[src/rtl/cache_ctrl_pkg.sv]
package cache_ctrl_pkg;
  typedef enum logic [2:0] {
    ST_IDLE,
    ST_LOOKUP,
    ST_WRITEBACK,
    ST_FILL,
    ST_RESPOND
  } cc_state_e;
endpackage

[src/rtl/cache_tag_match.sv]
module cache_tag_match #(
  parameter int WAYS  = 2,
  parameter int TAG_W = 3,
  parameter int WAY_W = 1
) (
  input  logic [WAYS-1:0]       valid_i,
  input  logic [WAYS*TAG_W-1:0] tags_i,
  input  logic [TAG_W-1:0]      tag_i,
  output logic                  hit_o,
  output logic [WAY_W-1:0]      way_o
);
  logic [WAYS-1:0] match;

  for (genvar w = 0; w < WAYS; w++) begin : g_cmp
    assign match[w] = valid_i[w] && (tags_i[w*TAG_W +: TAG_W] == tag_i);
  end

  always_comb begin
    hit_o = 1'b0;
    way_o = '0;
    for (int w = 0; w < WAYS; w++) begin
      if (match[w]) begin
        hit_o = 1'b1;
        way_o = WAY_W'(w);
      end
    end
  end
endmodule

[src/rtl/cache_line_store.sv]
module cache_line_store #(
  parameter int WAYS   = 2,
  parameter int IDX_W  = 1,
  parameter int OFF_W  = 1,
  parameter int TAG_W  = 3,
  parameter int DATA_W = 8,
  parameter int WAY_W  = 1
) (
  input  logic                  clk_i,
  input  logic                  rst_ni,
  input  logic [IDX_W-1:0]      set_i,
  output logic [WAYS-1:0]       valid_o,
  output logic [WAYS-1:0]       dirty_o,
  output logic [WAYS*TAG_W-1:0] tags_o,
  input  logic [WAY_W-1:0]      rd_way_i,
  input  logic [OFF_W-1:0]      rd_off_i,
  output logic [DATA_W-1:0]     rd_data_o,
  input  logic                  wr_en_i,
  input  logic [WAY_W-1:0]      wr_way_i,
  input  logic [OFF_W-1:0]      wr_off_i,
  input  logic [DATA_W-1:0]     wr_data_i,
  input  logic                  meta_en_i,
  input  logic [WAY_W-1:0]      meta_way_i,
  input  logic                  meta_valid_i,
  input  logic                  meta_dirty_i,
  input  logic [TAG_W-1:0]      meta_tag_i
);
  localparam int SETS   = 1 << IDX_W;
  localparam int LINE_B = 1 << OFF_W;

  logic [DATA_W-1:0] data_q  [WAYS][SETS][LINE_B];
  logic              valid_q [WAYS][SETS];
  logic              dirty_q [WAYS][SETS];
  logic [TAG_W-1:0]  tag_q   [WAYS][SETS];

  for (genvar w = 0; w < WAYS; w++) begin : g_way
    assign valid_o[w]                 = valid_q[w][set_i];
    assign dirty_o[w]                 = dirty_q[w][set_i];
    assign tags_o[w*TAG_W +: TAG_W]   = tag_q[w][set_i];
  end

  assign rd_data_o = data_q[rd_way_i][set_i][rd_off_i];

  always_ff @(posedge clk_i or negedge rst_ni) begin
    if (!rst_ni) begin
      for (int w = 0; w < WAYS; w++) begin
        for (int s = 0; s < SETS; s++) begin
          valid_q[w][s] <= 1'b0;
          dirty_q[w][s] <= 1'b0;
          tag_q[w][s]   <= '0;
        end
      end
    end else if (meta_en_i) begin
      valid_q[meta_way_i][set_i] <= meta_valid_i;
      dirty_q[meta_way_i][set_i] <= meta_dirty_i;
      tag_q[meta_way_i][set_i]   <= meta_tag_i;
    end
  end

  always_ff @(posedge clk_i) begin
    if (wr_en_i) data_q[wr_way_i][set_i][wr_off_i] <= wr_data_i;
  end
endmodule

[src/rtl/cache_wpolicy_ctrl.sv]
module cache_wpolicy_ctrl
  import cache_ctrl_pkg::*;
#(
  parameter int ADDR_W     = 5,
  parameter int OFF_W      = 1,
  parameter int IDX_W      = 1,
  parameter int WAYS       = 2,
  parameter int DATA_W     = 8,
  parameter int CNT_W      = 16,
  parameter bit WRITE_BACK = 1'b1,
  localparam int WAY_W     = (WAYS > 1) ? $clog2(WAYS) : 1
) (
  input  logic              clk_i,
  input  logic              rst_ni,
  input  logic              cpu_req_i,
  input  logic              cpu_we_i,
  input  logic [ADDR_W-1:0] cpu_addr_i,
  input  logic [DATA_W-1:0] cpu_wdata_i,
  output logic              cpu_ready_o,
  output logic              cpu_valid_o,
  output logic [DATA_W-1:0] cpu_rdata_o,
  input  logic [WAY_W-1:0]  victim_way_i,
  output logic              mem_req_o,
  output logic              mem_we_o,
  output logic [ADDR_W-1:0] mem_addr_o,
  output logic [DATA_W-1:0] mem_wdata_o,
  input  logic              mem_ack_i,
  input  logic [DATA_W-1:0] mem_rdata_i,
  output logic [CNT_W-1:0]  hit_cnt_o,
  output logic [CNT_W-1:0]  miss_cnt_o,
  output logic [CNT_W-1:0]  mem_rd_cnt_o,
  output logic [CNT_W-1:0]  mem_wr_cnt_o
);
  localparam int TAG_W = ADDR_W - IDX_W - OFF_W;

  cc_state_e state_q, state_d;
  logic [ADDR_W-1:0] addr_q;
  logic              we_q;
  logic [DATA_W-1:0] wdata_q;
  logic [WAY_W-1:0]  way_q, way_d;
  logic [OFF_W-1:0]  cnt_q, cnt_d;
  logic [TAG_W-1:0]  evict_tag_q, evict_tag_d;
  logic              refill_q, refill_d;
  logic              single_q, single_d;
  logic [CNT_W-1:0]  hit_cnt_q, miss_cnt_q, rd_cnt_q, wr_cnt_q;
  logic              inc_hit, inc_miss, inc_rd, inc_wr;

  logic [OFF_W-1:0]  off_q;
  logic [IDX_W-1:0]  set_q;
  logic [TAG_W-1:0]  tag_q;
  assign off_q = addr_q[OFF_W-1:0];
  assign set_q = addr_q[OFF_W +: IDX_W];
  assign tag_q = addr_q[ADDR_W-1 -: TAG_W];

  logic [WAYS-1:0]       line_valid, line_dirty;
  logic [WAYS*TAG_W-1:0] line_tags;
  logic                  hit;
  logic [WAY_W-1:0]      hit_way, victim_sel;
  logic [OFF_W-1:0]      rd_off;
  logic [DATA_W-1:0]     rd_byte;
  logic                  wr_en, meta_en, meta_valid, meta_dirty;
  logic [WAY_W-1:0]      wr_way;
  logic [OFF_W-1:0]      wr_off;
  logic [DATA_W-1:0]     wr_data;
  logic [TAG_W-1:0]      meta_tag;
  logic                  last_word;

  if (WAYS > 1) begin : g_assoc
    assign victim_sel = victim_way_i;
  end else begin : g_direct
    assign victim_sel = '0;
  end

  cache_tag_match #(.WAYS(WAYS), .TAG_W(TAG_W), .WAY_W(WAY_W)) u_match (
    .valid_i(line_valid), .tags_i(line_tags), .tag_i(tag_q),
    .hit_o(hit), .way_o(hit_way)
  );

  cache_line_store #(
    .WAYS(WAYS), .IDX_W(IDX_W), .OFF_W(OFF_W), .TAG_W(TAG_W), .DATA_W(DATA_W), .WAY_W(WAY_W)
  ) u_store (
    .clk_i, .rst_ni, .set_i(set_q),
    .valid_o(line_valid), .dirty_o(line_dirty), .tags_o(line_tags),
    .rd_way_i(way_q), .rd_off_i(rd_off), .rd_data_o(rd_byte),
    .wr_en_i(wr_en), .wr_way_i(wr_way), .wr_off_i(wr_off), .wr_data_i(wr_data),
    .meta_en_i(meta_en), .meta_way_i(wr_way), .meta_valid_i(meta_valid),
    .meta_dirty_i(meta_dirty), .meta_tag_i(meta_tag)
  );

  assign last_word   = (cnt_q == {OFF_W{1'b1}});
  assign rd_off      = (state_q == ST_WRITEBACK) ? cnt_q : off_q;
  assign cpu_ready_o = (state_q == ST_IDLE);
  assign cpu_valid_o = (state_q == ST_RESPOND);
  assign cpu_rdata_o = rd_byte;

  always_comb begin
    state_d     = state_q;
    way_d       = way_q;
    cnt_d       = cnt_q;
    evict_tag_d = evict_tag_q;
    refill_d    = refill_q;
    single_d    = single_q;
    inc_hit     = 1'b0;
    inc_miss    = 1'b0;
    inc_rd      = 1'b0;
    inc_wr      = 1'b0;
    wr_en       = 1'b0;
    wr_way      = way_q;
    wr_off      = off_q;
    wr_data     = wdata_q;
    meta_en     = 1'b0;
    meta_valid  = 1'b0;
    meta_dirty  = 1'b0;
    meta_tag    = tag_q;
    mem_req_o   = 1'b0;
    mem_we_o    = 1'b0;
    mem_addr_o  = {tag_q, set_q, cnt_q};
    mem_wdata_o = '0;
    unique case (state_q)
      ST_IDLE: if (cpu_req_i) state_d = ST_LOOKUP;
      ST_LOOKUP: begin
        refill_d = 1'b0;
        if (hit) begin
          inc_hit = !refill_q;
          way_d   = hit_way;
          wr_way  = hit_way;
          if (we_q) begin
            wr_en      = 1'b1;
            meta_en    = 1'b1;
            meta_valid = 1'b1;
            meta_dirty = WRITE_BACK;
          end
          single_d = 1'b1;
          state_d  = (!WRITE_BACK && we_q) ? ST_WRITEBACK : ST_RESPOND;
        end else begin
          inc_miss    = 1'b1;
          way_d       = victim_sel;
          wr_way      = victim_sel;
          evict_tag_d = line_tags[victim_sel*TAG_W +: TAG_W];
          cnt_d       = '0;
          single_d    = 1'b0;
          if (WRITE_BACK && line_valid[victim_sel] && line_dirty[victim_sel]) begin
            state_d = ST_WRITEBACK;
          end else begin
            meta_en = 1'b1;
            state_d = ST_FILL;
          end
        end
      end
      ST_WRITEBACK: begin
        mem_req_o   = 1'b1;
        mem_we_o    = 1'b1;
        mem_addr_o  = single_q ? addr_q : {evict_tag_q, set_q, cnt_q};
        mem_wdata_o = single_q ? wdata_q : rd_byte;
        if (mem_ack_i) begin
          inc_wr = 1'b1;
          if (single_q) begin
            state_d = ST_RESPOND;
          end else if (last_word) begin
            meta_en = 1'b1;
            cnt_d   = '0;
            state_d = ST_FILL;
          end else begin
            cnt_d = cnt_q + 1'b1;
          end
        end
      end
      ST_FILL: begin
        mem_req_o = 1'b1;
        if (mem_ack_i) begin
          inc_rd  = 1'b1;
          wr_en   = 1'b1;
          wr_off  = cnt_q;
          wr_data = mem_rdata_i;
          if (last_word) begin
            meta_en    = 1'b1;
            meta_valid = 1'b1;
            refill_d   = 1'b1;
            state_d    = ST_LOOKUP;
          end else begin
            cnt_d = cnt_q + 1'b1;
          end
        end
      end
      ST_RESPOND: state_d = ST_IDLE;
      default:    state_d = ST_IDLE;
    endcase
  end

  always_ff @(posedge clk_i or negedge rst_ni) begin
    if (!rst_ni) begin
      state_q     <= ST_IDLE;
      addr_q      <= '0;
      we_q        <= 1'b0;
      wdata_q     <= '0;
      way_q       <= '0;
      cnt_q       <= '0;
      evict_tag_q <= '0;
      refill_q    <= 1'b0;
      single_q    <= 1'b0;
      hit_cnt_q   <= '0;
      miss_cnt_q  <= '0;
      rd_cnt_q    <= '0;
      wr_cnt_q    <= '0;
    end else begin
      state_q     <= state_d;
      way_q       <= way_d;
      cnt_q       <= cnt_d;
      evict_tag_q <= evict_tag_d;
      refill_q    <= refill_d;
      single_q    <= single_d;
      if (state_q == ST_IDLE && cpu_req_i) begin
        addr_q  <= cpu_addr_i;
        we_q    <= cpu_we_i;
        wdata_q <= cpu_wdata_i;
      end
      if (inc_hit)  hit_cnt_q  <= hit_cnt_q + 1'b1;
      if (inc_miss) miss_cnt_q <= miss_cnt_q + 1'b1;
      if (inc_rd)   rd_cnt_q   <= rd_cnt_q + 1'b1;
      if (inc_wr)   wr_cnt_q   <= wr_cnt_q + 1'b1;
    end
  end

  assign hit_cnt_o    = hit_cnt_q;
  assign miss_cnt_o   = miss_cnt_q;
  assign mem_rd_cnt_o = rd_cnt_q;
  assign mem_wr_cnt_o = wr_cnt_q;
endmodule

[config.mk]
export PLATFORM = sky130hd
export DESIGN_NAME = cache_wpolicy_ctrl
export DESIGN_NICKNAME = d
export VERILOG_FILES = /design/src/rtl/cache_ctrl_pkg.sv /design/src/rtl/cache_tag_match.sv /design/src/rtl/cache_line_store.sv /design/src/rtl/cache_wpolicy_ctrl.sv
export SDC_FILE = /design/constraint.sdc
export NUM_CORES = 1
export LEC_CHECK = 0
export ABC_CLOCK_PERIOD_IN_PS = 5600
export CORE_MARGIN = 4
export CORE_UTILIZATION = 50
export CTS_BUF_LIST = sky130_fd_sc_hd__clkbuf_16
export CTS_CLUSTER_DIAMETER = 150
export DETAILED_ROUTE_END_ITERATION = 8
export PLACE_DENSITY_LB_ADDON = 0.1
export RECOVER_POWER = 25
export REMOVE_ABC_BUFFERS = 1
export SLEW_MARGIN = 20
export SYNTH_ARGS = -nofsm -noshare
export SYNTH_HDL_FRONTEND = slang
export SYNTH_SLANG_ARGS = --single-unit
[constraint.sdc]
create_clock -name clk_i -period 5.6 [get_ports clk_i]
set_clock_uncertainty 0.05 [all_clocks]
set_input_delay 0.84 -clock clk_i [delete_from_list [all_inputs] [get_ports clk_i]]
set_output_delay 0.84 -clock clk_i [all_outputs]
set_load 0.05 [all_outputs]
Word-level counts from Yosys, hierarchy flattened
Memories as Yosys holds them, arrays and structs flattened.
Cells that the tools add are included.
Storage, ports and cells
  memories: 1
  register bits after elaboration: 108
  RAM bits: 64
  logic and storage cells: 175
  input port bits: 27
  output and inout port bits: 89
Operators by class
  magnitude comparators: 8
  add/sub/neg operators: 5
  bitwise gates (word level): 5
  reductions and logical operators: 16
  muxes and demuxes: 100
  shift operators: 1
  multipliers: 1
  equality and inequality tests: 13
Memory list
  u_store.data_q: words 2, width 32, read ports 1, clocked after memory_dff 0, wr ports 1, line cache_line_store.sv:31  | logic [DATA_W-1:0] data_q [WAYS][SETS][LINE_B];
Operator list (number)
  adder 16 x 1 -> 16 bit (second input constant): 4
  two-way mux 16 bit: 4
  two-way mux 8 bit: 8
  two-way mux 1 bit: 54
  two-way mux 3 bit: 14
  two-way mux 32 bit: 1
  demux 16 bit (select 1 bit): 1
  bitwise mux 12 bit: 1
  inequality test 2 bit (second input constant): 6
  one-hot mux 3 bit (4 select lines): 1
  two-way mux 5 bit: 2
  AND reduction 5 bit: 2
  bitwise mux 4 bit: 2
  demux 8 bit (select 1 bit): 1
  >= comparator 2 bit (second input constant): 4
  inverter 1 -> 2 bit: 4
  logical AND 1 bit: 7
  demux 6 bit (select 1 bit): 1
  equality test 3 x 2 -> 1 bit (second input constant): 2
  equality test 3 bit: 2
  less-than comparator 2 x 1 -> 1 bit (second input constant): 3
  two-way mux 6 bit: 1
  one-hot mux 1 bit (2 select lines): 3
  one-hot mux 1 bit (3 select lines): 2
  19 further kinds: 19

Logic depth before layout (Yosys ltp)
Gate-level depths: netlist of run 1.
  depth after elaboration: 16
  mapped depth: 10
  mapped depth without buffers: 6

By module
Synthesis of run 1 repeated with hierarchy kept, for this count alone.
Unflattened totals
  cells, all modules: 566
  area, all modules: 7723.7 um^2
Modules (own cells, without submodules)
  cache_wpolicy_ctrl: cells an instance 395, area each 4247.8 um^2, sequential area each 2202.1 um^2, times used 1
  cache_line_store: cells an instance 161, area each 3400.8 um^2, sequential area each 2422.3 um^2, times used 1
  cache_tag_match: cells an instance 10, area each 75.1 um^2, sequential area each 0.0 um^2, times used 1

Least setup slack after synthesis of run 1
Ideal clock, no wire load.
  path kind: reg2out
  start point: register state_q[2]
  end point: output mem_wdata_o[0]
  setup slack: 1810 ps
  arrival: 2900 ps
  cell stages (with the launch flop): 10
  buffers on the path: 3
  data required time: 4710 ps
  cells stage by stage: dfrtp_1 > buf_4 > or3b_2 > buf_2 > mux2i_4 > buf_4 > mux4_2 > mux2_2 > mux2i_1 > nor2_1
On the way
  word-level cells in the longest chain between the ends: 8
RTL lines
  start: declaration: line cache_wpolicy_ctrl.sv:36  | cc_state_e state_q, state_d;
  start signal: assignment: line cache_wpolicy_ctrl.sv:206  | state_q <= state_d;
  equality test 3 x 2 -> 1 bit: line cache_wpolicy_ctrl.sv:91  | assign rd_off = (state_q == ST_WRITEBACK) ? cnt_q : off_q;
  two-way mux 1 bit: line cache_wpolicy_ctrl.sv:91
  inverter 1 -> 2 bit (implied by the code): line cache_line_store.sv:42  | assign rd_data_o = data_q[rd_way_i][set_i][rd_off_i];
  two-way mux 8 bit (implied by the code) (3 in a row): line cache_line_store.sv:42
  net cpu_rdata_o[0]: line cache_wpolicy_ctrl.sv:21  | output logic [DATA_W-1:0] cpu_rdata_o,
  two-way mux 8 bit: line cache_wpolicy_ctrl.sv:154  | mem_wdata_o = single_q ? wdata_q : rd_byte;
  two-way mux 8 bit: line cache_wpolicy_ctrl.sv:119  | unique case (state_q)
  end: declaration: line cache_wpolicy_ctrl.sv:26  | output logic [DATA_W-1:0] mem_wdata_o,
The timed path passes the listed nets, and every way through them passes these cells. The select of a mux whose other input is x is not followed.

Final worst setup path of run 1
  start point: register state_q[1]
  end point: output mem_wdata_o[0]
On the way
  word-level cells in the longest chain between the ends: 8
RTL lines (line)
  equality test 3 x 2 -> 1 bit (*): cache_wpolicy_ctrl.sv:91, cache_wpolicy_ctrl.sv:119
  two-way mux 1 bit: cache_wpolicy_ctrl.sv:91
  inverter 1 -> 2 bit (implied by the code): cache_line_store.sv:42
  two-way mux 8 bit (implied by the code) (3 in a row): cache_line_store.sv:42
  two-way mux 8 bit: cache_wpolicy_ctrl.sv:154
  two-way mux 8 bit (*): cache_wpolicy_ctrl.sv:119
Every way passes the cells marked *; elsewhere a longest branch is shown, timed or not. The select of a mux whose other input is x is not followed.

==> results by group, run 1 <==
Synth
  • Mapped cell area: 0.00780 mm²
  • Synth Instances: 590
  • Yosys reg bits: 172
  • Avg Cell Area, Syn: 13.2 µm²
  • Ys Warns: 0
  • Post-synth EDFFs: 64
  • Sequential area share after synthesis: 59.3%
  • Dominant synthesized flop cell: dfrtp_1
  • Fraction of registers with async set/reset: between 60% and 70%
  • Synth cell types: 61

Route
  • Routed vias/inst: 5.44
  • Initial DRT Pass Iterations: 4
  • Via count: slightly above 5000
  • Per-cell routed wire length: 18.1 µm
  • Final ANT Viol Nets: 0
  • DRT iter0 DRCs: 356
  • DRC viols: 0
  • Final wirelength: between 15000 and 20000 µm

Place
  • Dpl cells: slightly below 900
  • DP Area: 0.00905 mm²
  • DP HPWL: 11400 µm
  • GP Congestion: 0.821
  • PortBufs: 115

Timing
  • Relative slew slack: -136%
  • Fin. max-slew vios: 66
  • RSZ-0062 raised after global routing: no
  • Final Setup Violations: 0
  • Fmax: 0.207 GHz
  • Final critical-path required period: slightly below 5000 ps
  • Setup TNS: 0 ps
  • Fin crit share: between 80% and 90%
  • Worst-Margin Slew: roughly 3500 ps
  • Fin. Hold Viols: 0

CTS
  • Postcts setup bufs: 0
  • Root Buffer: clkbuf_16
  • Reg clk slew, reported paths: about 70 ps
  • Clock Tree Buf Depth: 2
  • TritonCTS Buffers: 17
  • Post-CTS Hold Fix Bufs: 0
  • CTS tree: done
  • Worst skew pair latency: 420 ps
  • Post-CTS resize count: 0
  • Clk sinks: between 150 and 200
  • Max H-tree Level: 4

Global routing
  • Initial antenna violation count: 0
  • Pin count of the biggest net entering global routing: 66
  • GRT Overall Usage: between 10% and 20%
  • First-pass GRT wire length: 27600 µm
  • Grt ovf: 0
  • Vias in the first global route: 5274

Layout
  • Most frequent cells in the layout: clkdlybuf4s50_1 (113), dfrtp_1 (107), nand2_1 (65), edfxtp_1 (64), mux2_2 (42)
  • Most common cell after layout, fill and taps aside: clkdlybuf4s50_1
  • Synth-to-Final Area Change: 23.1%
  • Fin area: ~0.0096 mm²
  • # fillers: 1190
  • Nets@finish: between 700 and 800
  • ANT cells: 0
  • Layout Cells excl Fill: 924
  • Util after Layout: 62.9%
  • Reg area: 0.00463 mm²
  • Fraction of layout cells with a size suffix above 1: ~15%
  • Multi-input gate area: between 0.002 and 0.003 mm²

Floorplan
  • # IOs: ~120
  • Initial Utilization: 51.1%
  • Die X: 133 µm
  • Cell Rows: 45
  • Die Height: 133 µm
  • Die area: roughly 0.018 mm²
  • Core footprint: 0.0153 mm²

Critical path
  • CP endpoint kind: output port
  • Critical-path maximum fanout: 16
  • Max incr delay on CP: 730 ps
  • CP Launch Type: flop
  • Crit path max-delay family: multiplexers
  • Slowest CP cell: clkdlybuf4s50_1
  • Worst path cell trace: or3b_1 -> mux2i_4 -> mux4_2 -> mux2_2 -> mux2i_1 -> nor2_1 -> clkdlybuf4s50_1
  • Setup CP Type: flop to output port
  • Crit path required time: 4710 ps
  • Bufs and invs on worst path: 1
  • Arrival @ worst endpoint: around 4000 ps

Power
  • P_leak: 3.90 nW
  • Final Total Pwr: 5.48 mW
  • Max VDD drop: 0.000386 V
  • P per Cell Area: 570 mW/mm²

Outcome
  • Failing checks: max-capacitance violations, max-slew violations
  • Outcome: finished, violations left

Min path
  • Hold Crit Class: flop to flop

Job
  • Max Cap Viol: 1
[final timing paths]
path,from,depth (start not counted),slack (ps),endpoint
min in group asynchronous,rst_ni,1,1570,miss_cnt_o[15]$_DFFE_PN0P_
max in group asynchronous,rst_ni,2,1430,mem_wr_cnt_o[4]$_DFFE_PN0P_
worst max register to register,addr_q[1]$_DFFE_PN0P_,6,2010,u_store.data_q[1][9]$_DFFE_PP_
worst min register to register,miss_cnt_o[15]$_DFFE_PN0P_,1,420,miss_cnt_o[15]$_DFFE_PN0P_
worst max-delay path,state_q[1]$_DFFE_PN0P_,7,760,mem_wdata_o[0]
worst min-delay path,miss_cnt_o[15]$_DFFE_PN0P_,1,420,miss_cnt_o[15]$_DFFE_PN0P_
[state kept, by name, summed over array words and instances (netlist names), 4 cells and up]
| name | flops |
|---|---|
| addr_q | 5 |
| hit_cnt_o | 16 |
| mem_rd_cnt_o | 16 |
| mem_wr_cnt_o | 16 |
| miss_cnt_o | 16 |
| u_store.data_q | 64 |
| u_store.dirty_q | 4 |
| u_store.tag_q | 12 |
| u_store.valid_q | 4 |
| wdata_q | 8 |
[synthesized netlist by cell type, drive strengths merged (2+ instances only)]
cell type / n / share of area (%)
dfrtp: 108 / 35
nand2: 65 / 3.1
edfxtp: 64 / 25
mux2: 42 / 6.1
xnor2: 39 / 4.4
nor2: 34 / 1.6
xor2: 29 / 3.3
nand3: 27 / 1.7
inv: 22 / 1.1
mux4: 19 / 5.5
buf: 15 / 1.4
mux2i: 14 / 2.0
and3: 13 / 1.1
clkbuf: 9 / 0.56
nor3: 9 / 0.58
o22ai: 8 / 0.64
nand4: 7 / 0.56
a21oi: 6 / 0.38
a31oi: 5 / 0.56
and4: 5 / 0.56
o21ai: 5 / 0.32
ha: 4 / 0.64
and2: 3 / 0.24
nor4: 3 / 0.43
or3: 3 / 0.24
a211oi: 2 / 0.19
a21o: 2 / 0.19
a22o: 2 / 0.22
clkdlybuf4s18: 2 / 0.26
nor4b: 2 / 0.42
o32ai: 2 / 0.22
or3b: 2 / 0.26
or4: 2 / 0.19
[through the flow]
stage	hold slack [ps]	worst slack, ps
after floorplan	422	1850
after global placement	409	1330
after detailed placement	416	1270
after CTS	425	795
after global routing	435	567
final	418	762
[final cells by class]
type                       count  share of cell area, %
clock inverter                15                   1.34
timing repair buffer         117                   12.1
clock buffer                  17                   4.43
tap                          211                   2.75
sequential                   172                   48.2
multi-input combinational    370                   30.4
inverter                      22                  0.860
[layer usage]
| metal | wire length (µm) | GRT usage [%] | part of all wire, % | vias to the layer above |
|---|---|---|---|---|
| met5 | 0 | 0 | 0 | - |
| met1 | 7400 | 26.3 | 44 | 2528 |
| met4 | 271 | 7.27 | 1.6 | 0 |
| li1 | - | - | - | 2334 |
| met3 | 980 | 5.21 | 5.9 | 23 |
| met2 | 8090 | 31.8 | 48 | 143 |
[cells by family (layout without fill, tap and decap cells)]
family,count (synthesis),after routing,synth area share [%]
buf+inv,48,171,3.29
flops,172,172,59.3
simple gates,180,180,11.6
fa+ha+maj,4,4,0.642
mux,75,75,13.5
xor+xnor,68,68,7.63
compound gates,43,43,4.01
[power breakdown]
part	total (mW)	internal, mW	switching [mW]
Clock	1.11	0.585	0.528
Sequential	1.99	1.67	0.327
Combinational	2.37	0.941	1.43
No activity file was read; power rests on OpenSTA's default activity.
==> inputs of run 2 (changes only) <==
--- a/config.mk
+++ b/config.mk
@@ -7,7 +7,7 @@
 export LEC_CHECK = 0
 export ABC_CLOCK_PERIOD_IN_PS = 5600
 export CORE_MARGIN = 4
-export CORE_UTILIZATION = 50
+export CORE_UTILIZATION = 35
 export CTS_BUF_LIST = sky130_fd_sc_hd__clkbuf_16
 export CTS_CLUSTER_DIAMETER = 150
 export DETAILED_ROUTE_END_ITERATION = 8
==> results by group, run 2 (synthesis gave the netlist of run 1 again) <==
Min path
  • Hold EP: mem_wr_cnt_o[15]$_DFFE_PN0P_
  • Hold Crit Depth: 1
  • Hold Crit Class: flop to flop
  • Hold Path Origin: mem_wr_cnt_o[15]$_DFFE_PN0P_

Floorplan
  • Core footprint: 0.0219 mm²
  • Initial Utilization: 35.6%
  • Die X: about 160 µm
  • Cell Rows: 54
  • Die area: 0.0247 mm²
  • Die Height: 157 µm
  • # IOs: approximately 120

Route
  • DRC viols: 0
  • Final ANT Viol Nets: 0
  • DRT iter0 DRCs: 246
  • Per-cell routed wire length: 18.6 µm
  • Routed vias/inst: roughly 5.1
  • Via count: 5026
  • Initial DRT Pass Iterations: 4
  • Final wirelength: ~18000 µm

Global routing
  • GRT Overall Usage: 15.3%
  • Grt ovf: 0
  • First-pass GRT wire length: 29000 µm
  • Initial antenna violation count: 0
  • Pin count of the biggest net entering global routing: 59
  • Vias in the first global route: 5205

CTS
  • Postcts setup bufs: 0
  • Reg clk slew, reported paths: 70 ps
  • Clock Tree Buf Depth: 2
  • Post-CTS Hold Fix Bufs: 0
  • CTS tree: done
  • Worst skew pair latency: 430 ps
  • TritonCTS Buffers: 17
  • Post-CTS resize count: 0
  • Root Buffer: clkbuf_16
  • Clk sinks: approximately 170
  • Max H-tree Level: 4

Critical path
  • Reg2reg setup slack: 1730 ps
  • Crit path required time: ~4700 ps
  • Critical-path maximum fanout: 16
  • CP Launch Type: flop
  • Worst R2R End: u_store.data_q[1][13]$_DFFE_PP_
  • Reg2reg start: addr_q[1]$_DFFE_PN0P_
  • Reg2Reg Depth: 6
  • CP endpoint kind: output port
  • Arrival @ worst endpoint: 4040 ps
  • Setup CP Type: flop to output port

Layout
  • ANT cells: 0
  • Nets@finish: between 700 and 800
  • Most frequent cells in the layout: clkdlybuf4s50_1 (113), dfrtp_1 (107), nand2_1 (65), edfxtp_1 (64), mux2_2 (42)
  • Max FFs per register: 64
  • Fin area: 0.00973 mm²
  • Fraction of layout cells with a size suffix above 1: 14.9%
  • Most common cell after layout, fill and taps aside: clkdlybuf4s50_1
  • Synth-to-Final Area Change: 24.8%
  • Largest register by flop count: u_store.data_q
  • # fillers: 2026

Power
  • P_leak: 3.90 nW
  • P per Cell Area: 571 mW/mm²
  • Max VDD drop: between 0.0003 and 0.0004 V

Timing
  • Fin. Hold Viols: 0
  • Final critical-path required period: approximately 4900 ps
  • RSZ-0062 raised after global routing: no
  • Relative slew slack: -100%
  • Fmax: 0.203 GHz
  • Fin crit share: about nine tenths
  • Final Setup Violations: 0
  • Setup TNS: 0 ps
  • Worst-Margin Slew: 3000 ps
  • Fin. max-slew vios: 52

Place
  • GP Congestion: about 0.77
  • DP HPWL: 12600 µm
  • DP Area: 0.00914 mm²
  • PortBufs: 115

Outcome
  • Outcome: finished, violations left
  • Failing checks: max-capacitance violations, max-slew violations

Job
  • Max Cap Viol: 1
run 2: worst max-delay path, cell delays in order, from the launching register on:
cell,delay (ps)
dfrtp_1,550
or3b_1,650
mux2i_4,750
mux4_2,410
mux2_2,310
mux2i_1,130
nor2_1,60
clkdlybuf4s50_1,730
run 2: layout make-up:
| cell class | count | area, µm² | area share (%) |
|---|---|---|---|
| Inverter | 22 | 82.6 | 0.848 |
| Sequential cell | 172 | 4630 | 47.5 |
| Multi-Input combinational cell | 370 | 2920 | 30.0 |
| Clock inverter | 15 | 175 | 1.80 |
| Tap cell | 280 | 350 | 3.60 |
| Clock buffer | 17 | 425 | 4.37 |
| Timing Repair Buffer | 117 | 1150 | 11.9 |
run 2: how the worst max path moves through the flow:
stage	from	endpoint	slack [ps]	cells after the start
2_1_floorplan	state_q[2]$_DFFE_PN0P_	mem_wdata_o[0]	1850	6
3_3_place_gp	state_q[0]$_DFFE_PN0P_	mem_wdata_o[3]	1270	7
3_5_place_dp	state_q[0]$_DFFE_PN0P_	mem_wdata_o[3]	1190	7
4_1_cts	state_q[0]$_DFFE_PN0P_	mem_wdata_o[3]	730	7
5_1_grt	state_q[0]$_DFFE_PN0P_	mem_wdata_o[1]	480	7
6_report	state_q[0]$_DFFE_PN0P_	mem_wdata_o[3]	670	7
run 2: power by group:
part           internal [mW]  leakage [nW]  switching [mW]  total [mW]
sequential              1.67          1.99           0.317        1.98
clock                  0.604         0.290           0.574        1.18
combinational          0.940          1.63            1.46        2.40
total                   3.21          3.90            2.35        5.56
run 2: per-layer routing:
metal / routed length (µm) / vias up / GRT usage (%) / share of wire, %
met5: 0 / - / 0 / 0
met4: 204 / 0 / 4.42 / 1.1
met3: 1020 / 15 / 3.52 / 5.5
met2: 8840 / 143 / 24.6 / 48
met1: 8400 / 2532 / 20.7 / 45
li1: - / 2336 / - / -
run 2: metrics by stage:
stage,std cells,power (mW),utilization [%],hold WS [ps],setup WS (ps)
after floorplan,564,3.63,-,422,1850
after global placement,961,4.39,41.8,411,1270
after detailed placement,961,4.44,41.8,416,1190
after CTS,993,5.63,44.5,426,729
after global routing,993,5.88,44.5,441,484
final,993,5.56,44.5,419,671
